File: src/rtl/rhb_pkg.sv
package rhb_pkg;
    typedef enum logic [1:0] {
        WALK_IDLE    = 2'd0,
        WALK_UNDO    = 2'd1,
        WALK_RELEASE = 2'd2
    } walk_state_e;
endpackage

File: src/rtl/rhb_store.sv
module rhb_store #(
    parameter int DEPTH  = 32,
    parameter int SEQ_W  = 16,
    parameter int ARCH_W = 5,
    parameter int PHYS_W = 7,
    localparam int PTR_W  = $clog2(DEPTH),
    localparam int FILL_W = PTR_W + 1
) (
    input  logic              clk,
    input  logic              rst_n,
    input  logic              push,
    input  logic [SEQ_W-1:0]  push_seq,
    input  logic [ARCH_W-1:0] push_arch,
    input  logic [PHYS_W-1:0] push_new,
    input  logic [PHYS_W-1:0] push_prev,
    input  logic              pop_old,
    input  logic              pop_young,
    output logic [SEQ_W-1:0]  old_seq,
    output logic [PHYS_W-1:0] old_prev,
    output logic [SEQ_W-1:0]  young_seq,
    output logic [ARCH_W-1:0] young_arch,
    output logic [PHYS_W-1:0] young_new,
    output logic [PHYS_W-1:0] young_prev,
    output logic [FILL_W-1:0] fill,
    output logic              empty,
    output logic              full
);
    localparam logic [PTR_W-1:0]  LAST_IDX = PTR_W'(DEPTH - 1);
    localparam logic [FILL_W-1:0] CAP      = FILL_W'(DEPTH);

    logic [SEQ_W-1:0]  seq_mem  [DEPTH];
    logic [ARCH_W-1:0] arch_mem [DEPTH];
    logic [PHYS_W-1:0] new_mem  [DEPTH];
    logic [PHYS_W-1:0] prev_mem [DEPTH];

    logic [PTR_W-1:0] head_q, tail_q, young_idx;

    assign young_idx = (tail_q == '0) ? LAST_IDX : tail_q - 1'b1;
    assign empty     = (fill == '0);
    assign full      = (fill == CAP);

    assign old_seq    = seq_mem[head_q];
    assign old_prev   = prev_mem[head_q];
    assign young_seq  = seq_mem[young_idx];
    assign young_arch = arch_mem[young_idx];
    assign young_new  = new_mem[young_idx];
    assign young_prev = prev_mem[young_idx];

    always_ff @(posedge clk) begin
        if (push) begin
            seq_mem[tail_q]  <= push_seq;
            arch_mem[tail_q] <= push_arch;
            new_mem[tail_q]  <= push_new;
            prev_mem[tail_q] <= push_prev;
        end
    end

    always_ff @(posedge clk) begin
        if (!rst_n) begin
            head_q <= '0;
            tail_q <= '0;
            fill   <= '0;
        end else begin
            if (push && !pop_young)
                tail_q <= (tail_q == LAST_IDX) ? '0 : tail_q + 1'b1;
            else if (pop_young && !push)
                tail_q <= young_idx;
            if (pop_old)
                head_q <= (head_q == LAST_IDX) ? '0 : head_q + 1'b1;
            fill <= fill + FILL_W'(push) - FILL_W'(pop_old) - FILL_W'(pop_young);
        end
    end
endmodule

File: src/rtl/rhb_walk_ctrl.sv
module rhb_walk_ctrl
    import rhb_pkg::*;
#(
    parameter int SEQ_W = 16
) (
    input  logic             clk,
    input  logic             rst_n,
    input  logic             app_req,
    input  logic             squash_req,
    input  logic [SEQ_W-1:0] squash_seq,
    input  logic             flush_req,
    input  logic [SEQ_W-1:0] commit_seq,
    input  logic             empty,
    input  logic             full,
    input  logic [SEQ_W-1:0] old_seq,
    input  logic [SEQ_W-1:0] young_seq,
    output logic             push,
    output logic             pop_old,
    output logic             pop_young,
    output logic             busy
);
    walk_state_e      state_q, state_d;
    logic [SEQ_W-1:0] target_q, target_d;
    logic             all_q, all_d;

    logic commit_ok, undo_hit, release_hit;

    assign commit_ok   = (commit_seq != '0) && !empty && (old_seq <= commit_seq);
    assign undo_hit    = !empty && (all_q || (young_seq > target_q));
    assign release_hit = !empty && (old_seq <= target_q);

    always_ff @(posedge clk) begin
        if (!rst_n) begin
            state_q  <= WALK_IDLE;
            target_q <= '0;
            all_q    <= 1'b0;
        end else begin
            state_q  <= state_d;
            target_q <= target_d;
            all_q    <= all_d;
        end
    end

    always_comb begin
        state_d  = state_q;
        target_d = target_q;
        all_d    = all_q;
        unique case (state_q)
            WALK_IDLE: begin
                if (flush_req) begin
                    state_d = WALK_UNDO;
                    all_d   = 1'b1;
                end else if (squash_req) begin
                    state_d  = WALK_UNDO;
                    all_d    = 1'b0;
                    target_d = squash_seq;
                end else if (commit_ok) begin
                    state_d  = WALK_RELEASE;
                    all_d    = 1'b0;
                    target_d = commit_seq;
                end
            end
            WALK_UNDO:    if (!undo_hit)    state_d = WALK_IDLE;
            WALK_RELEASE: if (!release_hit) state_d = WALK_IDLE;
            default:      state_d = WALK_IDLE;
        endcase
    end

    always_comb begin
        push      = 1'b0;
        pop_old   = 1'b0;
        pop_young = 1'b0;
        busy      = 1'b1;
        unique case (state_q)
            WALK_IDLE: begin
                busy = 1'b0;
                push = app_req && !full && !squash_req && !flush_req;
            end
            WALK_UNDO:    pop_young = undo_hit;
            WALK_RELEASE: pop_old   = release_hit;
            default:      busy      = 1'b1;
        endcase
    end
endmodule

File: src/rtl/rhb_tally.sv
module rhb_tally #(
    parameter int CNT_W = 16
) (
    input  logic             clk,
    input  logic             rst_n,
    input  logic             bump,
    output logic [CNT_W-1:0] value
);
    always_ff @(posedge clk) begin
        if (!rst_n)    value <= '0;
        else if (bump) value <= value + 1'b1;
    end
endmodule

File: src/rtl/rename_history_log.sv
module rename_history_log #(
    parameter int DEPTH  = 32,
    parameter int SEQ_W  = 16,
    parameter int ARCH_W = 5,
    parameter int PHYS_W = 7,
    parameter int CNT_W  = 16,
    localparam int FILL_W = $clog2(DEPTH) + 1
) (
    input  logic              clk,
    input  logic              rst_n,
    input  logic              app_valid,
    input  logic [SEQ_W-1:0]  app_seq,
    input  logic [ARCH_W-1:0] app_arch,
    input  logic [PHYS_W-1:0] app_new_phys,
    input  logic [PHYS_W-1:0] app_prev_phys,
    input  logic              squash_valid,
    input  logic [SEQ_W-1:0]  squash_seq,
    input  logic              flush_valid,
    input  logic [SEQ_W-1:0]  commit_seq,
    output logic              restore_valid,
    output logic [ARCH_W-1:0] restore_arch,
    output logic [PHYS_W-1:0] restore_phys,
    output logic              free_valid,
    output logic [PHYS_W-1:0] free_phys,
    output logic              busy,
    output logic              full,
    output logic [CNT_W-1:0]  undone_cnt,
    output logic [CNT_W-1:0]  committed_cnt
);
    logic              push, pop_old, pop_young, empty;
    logic [SEQ_W-1:0]  old_seq, young_seq;
    logic [PHYS_W-1:0] old_prev, young_new, young_prev;
    logic [ARCH_W-1:0] young_arch;
    logic [FILL_W-1:0] fill_lvl;

    rhb_store #(
        .DEPTH(DEPTH), .SEQ_W(SEQ_W), .ARCH_W(ARCH_W), .PHYS_W(PHYS_W)
    ) u_store (
        .clk(clk), .rst_n(rst_n),
        .push(push), .push_seq(app_seq), .push_arch(app_arch),
        .push_new(app_new_phys), .push_prev(app_prev_phys),
        .pop_old(pop_old), .pop_young(pop_young),
        .old_seq(old_seq), .old_prev(old_prev),
        .young_seq(young_seq), .young_arch(young_arch),
        .young_new(young_new), .young_prev(young_prev),
        .fill(fill_lvl), .empty(empty), .full(full)
    );

    rhb_walk_ctrl #(.SEQ_W(SEQ_W)) u_ctrl (
        .clk(clk), .rst_n(rst_n),
        .app_req(app_valid), .squash_req(squash_valid), .squash_seq(squash_seq),
        .flush_req(flush_valid), .commit_seq(commit_seq),
        .empty(empty), .full(full), .old_seq(old_seq), .young_seq(young_seq),
        .push(push), .pop_old(pop_old), .pop_young(pop_young), .busy(busy)
    );

    logic [1:0]       bumps;
    logic [CNT_W-1:0] tallies [2];
    assign bumps = {pop_old, pop_young};

    for (genvar g = 0; g < 2; g++) begin : g_tally
        rhb_tally #(.CNT_W(CNT_W)) u_tally (
            .clk(clk), .rst_n(rst_n), .bump(bumps[g]), .value(tallies[g])
        );
    end

    assign undone_cnt    = tallies[0];
    assign committed_cnt = tallies[1];

    assign restore_valid = pop_young;
    assign restore_arch  = young_arch;
    assign restore_phys  = young_prev;
    assign free_valid    = pop_young | pop_old;
    assign free_phys     = pop_young ? young_new : old_prev;
endmodule

File: config.mk
export PLATFORM = sky130hd
export DESIGN_NAME = rename_history_log
export DESIGN_NICKNAME = d
export VERILOG_FILES = /design/src/rtl/rhb_pkg.sv /design/src/rtl/rhb_store.sv /design/src/rtl/rhb_walk_ctrl.sv /design/src/rtl/rhb_tally.sv /design/src/rtl/rename_history_log.sv
export SDC_FILE = /design/constraint.sdc
export NUM_CORES = 2
export LEC_CHECK = 0
export BUFFER_PORTS_ARGS = -buffer_cell sky130_fd_sc_hd__buf_2
export CORE_MARGIN = 3
export CORE_UTILIZATION = 45
export CTS_CLUSTER_DIAMETER = 30
export CTS_CLUSTER_SIZE = 40
export DETAILED_ROUTE_END_ITERATION = 7
export GPL_ROUTABILITY_DRIVEN = 0
export PLACE_DENSITY = 0.73
export SYNTH_ARGS = -nofsm -noshare
export SYNTH_HDL_FRONTEND = slang
export SYNTH_SLANG_ARGS = --single-unit
File: constraint.sdc
create_clock -name clk -period 19.2 [get_ports clk]
set_clock_uncertainty 0.1 [all_clocks]
set_input_delay 0.96 -clock clk [delete_from_list [all_inputs] [get_ports clk]]
set_output_delay 0.96 -clock clk [all_outputs]
set_load 0.005 [all_outputs]
Word-level counts from Yosys, hierarchy flattened. Memories as Yosys holds them, arrays and structs flattened. A register that Yosys moved wholly into a read port is not among the register bits. Cells that the tools add are included.

Muxes and demuxes: 27. Bitwise logic cells: 2. Reductions and logical operators: 26. $add $sub $neg: 8. Equal/unequal tests: 8. $lt $le $gt $ge: 3.

Operators by type and width (count): $mux W5 (9); $add A16 B1 Y16 const B (2); $le A16 B16 Y1 (2); $mux W16 (2); $gt A16 B16 Y1 (1); $reduce_bool A16 Y1 (1); $sub A6 B1 Y6 (2); $add A5 B1 Y5 const B (2); $eq A5 B5 Y1 const B (2); $mux W2 (5); $logic_and A1 B1 Y1 (9); $mux W1 (9); $mux W7 (1); $add A6 B1 Y6 (1); $eq A6 B6 Y1 const B (1); $logic_not A1 Y1 (6); $logic_not A6 Y1 (1); $pmux W2 S3 (1); $reduce_and A3 Y1 (2); $logic_not A5 Y1 (1); $sub A5 B1 Y5 const B (1); $ne A2 B2 Y1 const B (2); $ne A4 B3 Y1 const B (1); $reduce_bool A2 Y1 (2); 8 further kinds (8).

Output and inout port bits: 55. Input bits: 72. Bits in writable memories: 1120. Register bits after elaboration: 67. Memories: 4.

Memory list: u_store.seq_mem (words 32, width 16, rd ports 2, clocked after Yosys merged registers in 1, write ports 1, line rhb_store.sv:31) `logic [SEQ_W-1:0] seq_mem [DEPTH];`; u_store.new_mem (words 32, width 7, rd ports 1, clocked after Yosys merged registers in 0, write ports 1, line rhb_store.sv:33) `logic [PHYS_W-1:0] new_mem [DEPTH];`; u_store.prev_mem (words 32, width 7, rd ports 2, clocked after Yosys merged registers in 1, write ports 1, line rhb_store.sv:34) `logic [PHYS_W-1:0] prev_mem [DEPTH];`; u_store.arch_mem (words 32, width 5, rd ports 1, clocked after Yosys merged registers in 0, write ports 1, line rhb_store.sv:32) `logic [ARCH_W-1:0] arch_mem [DEPTH];`.

Depth between registers and ports, before layout.
Depth in word-level cells: 10. Depth in mapped cells: 27. Depth with buffers taken out: 24.

Modules after synthesis. A second synthesis with hierarchy kept.

Cell total of the unflattened synthesis: 2633. Area total of the unflattened synthesis: 53602.7 µm².

Modules (own cells, without submodules): rhb_store (cells each 2216, instances 1, area an instance 49946.7 µm²); rhb_walk_ctrl (cells each 242, instances 1, area an instance 2044.5 µm²); rhb_tally (cells each 83, instances 2, area an instance 744.5 µm²); rename_history_log (cells each 9, instances 1, area an instance 122.6 µm²).

Worst setup path after synthesis. OpenSTA, ideal clock, no wires.

Kind: register to register. Start point: register u_store.tail_q[0]. End point: register u_store.fill[5]. Library setup time: 0.128 ns. Stages on the path, launching flop included: 27. Arrival: 6.334 ns. Path slack: 12.639 ns. Path buffers: 4. Path through: dfxtp_1 > inv_1 > ha_1 > nor2b_1 > a21oi_1 > buf_2 > buf_2 > buf_2 > mux4_2 > mux2i_1 > o221ai_1 > ha_1 > a211oi_1 > o21ai_0 > a221o_1 > a221oi_2 > nor2_1 > clkbuf_1 > fa_1 > inv_1 > ha_1 > ha_1 > fa_1 > a21o_1 > a21oi_1 > xnor2_1 > nor2_1.

Cells in the longest elaborated chain, start to end: 8. Elaborated cells on any way between the ends: 9. Those cells by class: add/sub: 2; order compare: 1; mux: 2; reduce/logical: 3; memory: 1.

RTL lines: from (decl) (line rhb_store.sv:36) `logic [PTR_W-1:0] head_q, tail_q, young_idx;`; from (signal assigned) (line rhb_store.sv:65) `tail_q <= (tail_q == LAST_IDX) ? '0 : tail_q + 1'b1;`; from (signal assigned) (line rhb_store.sv:67) `tail_q <= young_idx;`; $sub A5 B1 Y5 / $logic_not A5 Y1 (equally long branches) (line rhb_store.sv:38) `assign young_idx = (tail_q == '0) ? LAST_IDX : tail_q - 1'b1;`; $mux W5 (*) (line rhb_store.sv:38); $mem_v2 Z32 W16 (*); $gt A16 B16 Y1 (*) (line rhb_walk_ctrl.sv:29) `assign undo_hit = !empty && (all_q || (young_seq > target_q));`; $logic_or A1 B1 Y1 (*) (line rhb_walk_ctrl.sv:29); $logic_and A1 B1 Y1 (*) (line rhb_walk_ctrl.sv:29); $mux W1 (*) (line rhb_walk_ctrl.sv:74) `unique case (state_q)`; named net restore_valid (line rename_history_log.sv:20) `output logic restore_valid,`; $sub A6 B1 Y6 (*) (line rhb_store.sv:70) `fill <= fill + FILL_W'(push) - FILL_W'(pop_old) - FILL_W'(pop_young);`; to (signal assigned) (line rhb_store.sv:70); to (decl) (line rhb_store.sv:24) `output logic [FILL_W-1:0] fill,`.

Mark *: on every way through the listed nets, which the timed path passes. The rest lies on a longest branch. A chain may end at the register's enable or synchronous reset.

Final worst setup path.
Start point: register u_store.tail_q[0]. End point: output free_phys[4].

Cells in the longest elaborated chain, start to end: 8. Elaborated cells on any way between the ends: 10. Those cells by class: add/sub: 1; order compare: 1; mux: 3; reduce/logical: 3; memory: 2.

RTL lines: $sub A5 B1 Y5 / $logic_not A5 Y1 (equally long branches) (line rhb_store.sv:38); $mux W5 (*) (line rhb_store.sv:38); $mem_v2 Z32 W16; $gt A16 B16 Y1 (line rhb_walk_ctrl.sv:29); $logic_or A1 B1 Y1 (line rhb_walk_ctrl.sv:29); $logic_and A1 B1 Y1 (line rhb_walk_ctrl.sv:29); $mux W1 (line rhb_walk_ctrl.sv:74); $mux W7 (*) (line rename_history_log.sv:74) `assign free_phys = pop_young ? young_new : old_prev;`; to (decl) (line rename_history_log.sv:24) `output logic [PHYS_W-1:0] free_phys,`.

Every way passes the cells marked *; elsewhere a longest branch is shown, timed or not.

==> results.tsv <==
stage	metric	value	unit
outcome	status	complete, no violations	
finish	Fillers	8599	
grt	met1 Track Usage GR	0.316	
logic_synthesis	Synth area leader	edfxtp_1	
critical_path	Crit path depth	17	
clock_network	clk_lat worst skew	0.82	ns
finish	FF+latch area	35100	µm²
clock_network	Setup Buffers After CTS	0	
timing	Slew HR	0.207	
critical_path	CP arrival	9.27	ns
critical_path	crit-path cells	inv_1 -> ha_4 -> buf_12 -> buf_4 -> mux4_2 -> o221ai_1 -> a21o_1 -> o221ai_1 -> ha_1 -> nand2_1 -> nor4_1 -> nand3_1 -> nand4b_1 -> nor2_4 -> inv_1 -> a32oi_1 -> buf_2	
finish	Layout Nets	3077	
logic_synthesis	Netlist cell types	62	
logic_synthesis	Yosys top cell area share	0.634	
pwr	pwr dens	159	nW/µm²
drt	Remaining DRCs	0	
critical_path	FF-to-FF End	u_store.fill[5]	
clock_network	CTS Buf Count	203	
drt	initial drt markers	4410	
drt	drt first pass iters	6	
floorplan	die width	349	µm
floorplan	Die Y-Extent	349	µm
timing	Max Slew Vio Count	0	
critical_path	r2r worst-path depth	23	
critical_path	Crit path largest cell delay	1.04	ns
clock_network	htree depth	4	
timing	unrepaired setup endpoints after global routing	false	
drt	post-route ant nets	0	
drt	via count	31000	
finish	layout cells sized above 1	0.362	
critical_path	critical path startpoint	u_store.tail_q[0]	
logic_synthesis	register bit total from synthesis	1192	
pwr	Static Leak	19.8	nW
logic_synthesis	synthesized area	53000	µm²
finish	final core utilization	0.539	
grt	global route total overflow	0	
logic_synthesis	largest cells by area after synthesis	edfxtp_1 (63%), mux4_2 (22%), dfxtp_1 (2.7%), ha_1 (1.6%), nor2_1 (0.86%)	
grt	met2 track demand over resource	0.402	
clock_network	hold buffers post-CTS	0	
drt	vias per inst	6.67	
floorplan	Die Footprint	122000	µm²
grt	Total Routing Usage GR	0.250	
logic_synthesis	post-synthesis sequential area ratio	0.662	
logic_synthesis	Async SR Flop Fraction	0	
critical_path	Crit Path Max Fanout	137	
logic_synthesis	Synthesized Nets	2855	
clock_network	clock transition at the registers of the reported paths	0.05	ns
worst_hold_path	Min-Delay Path Class	in2reg	
critical_path	Buf/Inv on CP	5	
timing	worst slew pin tran	1.19	ns
logic_synthesis	syn avg cell area	19.5	µm²
critical_path	CP top delay family	buffers and inverters	
floorplan	FP Rows	125	
timing	endpoints failing setup	0	
drt	Total Wirelength	152000	µm
finish	Post-Layout Inst Area	62800	µm²
critical_path	CP endpoint	free_phys[4]	
pwr	Peak VDD IR	0.221	mV
timing	setup TNS	0	ns
grt	largest net degree at the start of global routing	138	
grt	global-route wire length before repair	221000	µm
clock_network	CTS tree	done	
finish	commonest non-fill, non-tap cells in the layout	edfxtp_1 (1120), mux4_2 (510), clkbuf_16 (204)	
clock_network	Sink Count	1192	
clock_network	post-CTS sizing	0	
grt	GR peak layer	met2	
clock_network	Bufs on Longest Clock Path	3	
place	Port-buffer cells	126	
floorplan	IO Pins	127	
timing	Tmin final	10.33	ns
finish	commonest non-fill, non-tap cell in the layout	edfxtp_1	
logic_synthesis	Post-synth top flop	edfxtp_1	
timing	FMAX	96.8	MHz
drt	WL/cell	32.8	µm
timing	Final Hold Viols	0	
finish	Area growth, synth to finish	18.4	%
logic_synthesis	post-synthesis instance total	2712	
clock_network	Clock Tree Root	clkbuf_16	
grt	antenna violations before repair	12	
grt	vias in the first global route	31900	
floorplan	Core ar.	117000	µm²
critical_path	CP Launch Type	register	
run	max-capacitance violation count	0	
timing	period utilization	0.538	
place	hpwl dp	80600	µm
logic_synthesis	Ys Warns	0	
critical_path	r2r setup slk	9.87	ns
finish	area of the multi-input gates	17300	µm²
critical_path	Slowest-stage cell, CP	ha_4	
grt	met3 Resource Use GR	0.0682	
logic_synthesis	EDFF count, synth	1120	
critical_path	r2r startpoint	u_store.tail_q[0]	
critical_path	critical path class	reg2out	
critical_path	Crit. End Element	output port	
place	Placed Area	55600	µm²
floorplan	initial cell density of the core	0.455	
critical_path	WP data required	18.14	ns
-- power breakdown --
part | internal (mW) | total [mW] | switching, mW
sequential | 2.88 | 2.92 | 0.0335
clock | 2.30 | 3.65 | 1.35
combinational | 1.37 | 3.40 | 2.03
total | 6.55 | 9.96 | 3.41
-- cells by family (layout without fill, tap and decap cells) --
family,count (synthesis),count (layout),synth area share
AOI/OAI and AO/OA,286,286,0.0408
muxes,569,569,0.228
other,0,7,0
buffers and inverters,230,631,0.0179
and+or+nand+nor,346,346,0.0312
adders and majority gates,71,71,0.0170
xor gates and xnor gates,18,18,0.00297
DFF,1192,1192,0.662
-- Yosys cell counts, drive strengths merged, types with 5 or more instances --
cell	instances
mux2i	32
mux4	510
o221ai	43
buf	70
a22oi	28
o21a	5
and2	23
a22o	11
a31oi	8
or3	11
nand3	23
nor4	11
nor2b	10
a21oi	46
a221o	17
a21o	32
nand4	16
dfxtp	72
mux2	27
o211ai	6
and3	20
ha	69
o221a	12
o21ai	25
xnor2	15
clkbuf	100
inv	59
edfxtp	1120
nor2	121
a211oi	20
nand2	82
nor3	8
a221oi	13
-- registers in the layout, indices dropped and copies added, names as in the netlist, named ones only --
register / cells
u_store.new_mem: 224
u_ctrl.all_q: 1
g_tally.u_tally.value: 32
u_ctrl.target_q: 16
u_store.head_q: 5
u_store.prev_mem: 224
u_store.fill: 6
u_ctrl.state_q: 2
u_store.seq_mem: 512
u_store.tail_q: 5
u_store.arch_mem: 160
-- routing by layer --
| layer | up-vias | wire [µm] | share of wire |
|---|---|---|---|
| met2 | 2283 | 74700 | 0.49 |
| li1 | 12100 | - | - |
| met3 | 438 | 17400 | 0.11 |
| met5 | - | 21 | 0.00014 |
| met4 | 4 | 6610 | 0.043 |
| met1 | 16100 | 53500 | 0.35 |
-- cell type report --
type                       instances  area share
clock inverter                   165      0.0303
multi-input combinational       1290       0.276
sequential                      1192       0.559
clock buffer                     219      0.0826
inverter                          60     0.00359
antenna                            7    0.000279
timing repair buffer             187      0.0177
tap                             1524      0.0304
-- worst register-to-register path, stage by stage (launching register included) --
cell and delay (ns):
dfxtp_1 0.42, inv_1 0.20, ha_4 1.04, buf_12 0.77
buf_4 1.18, mux4_2 0.44, o221ai_1 0.26, a21o_1 0.16
o221ai_1 0.32, ha_1 0.44, o21ai_0 0.08, o21ai_0 0.13
a221o_1 0.36, a221oi_2 0.81, nor2_4 0.40, fa_1 0.63
inv_1 0.05, ha_1 0.20, ha_1 0.23, fa_1 0.43
a21o_1 0.18, a21oi_1 0.17, xnor2_1 0.14, nor2_1 0.05
-- through the flow --
step	power [mW]	instances	setup WS [ns]	hold WS, ns
after floorplan	5.13	2712	12.64	0.350
final	9.96	4644	8.87	0.337
after global routing	10.3	4641	8.50	0.334
after CTS	9.98	4637	8.94	0.275
after detailed placement	6.30	4253	9.87	0.379
after global placement	6.25	4253	10.01	0.361
-- how the worst min path moves through the flow --
stage                     slack [ns]                   to  cells past startpoint                 from
final                           0.34  u_ctrl.target_q[11]                      2       commit_seq[11]
after global placement          0.36             register                      2    u_store.head_q[4]
after detailed placement        0.38  u_ctrl.target_q[11]                      1  u_ctrl.target_q[11]
after CTS                       0.28   u_ctrl.target_q[3]                      2        commit_seq[3]
after floorplan                 0.35             register                      2    u_store.head_q[4]
after global routing            0.33   u_ctrl.target_q[3]                      2        commit_seq[3]
Note: power is estimated with default switching activity, not from simulation.
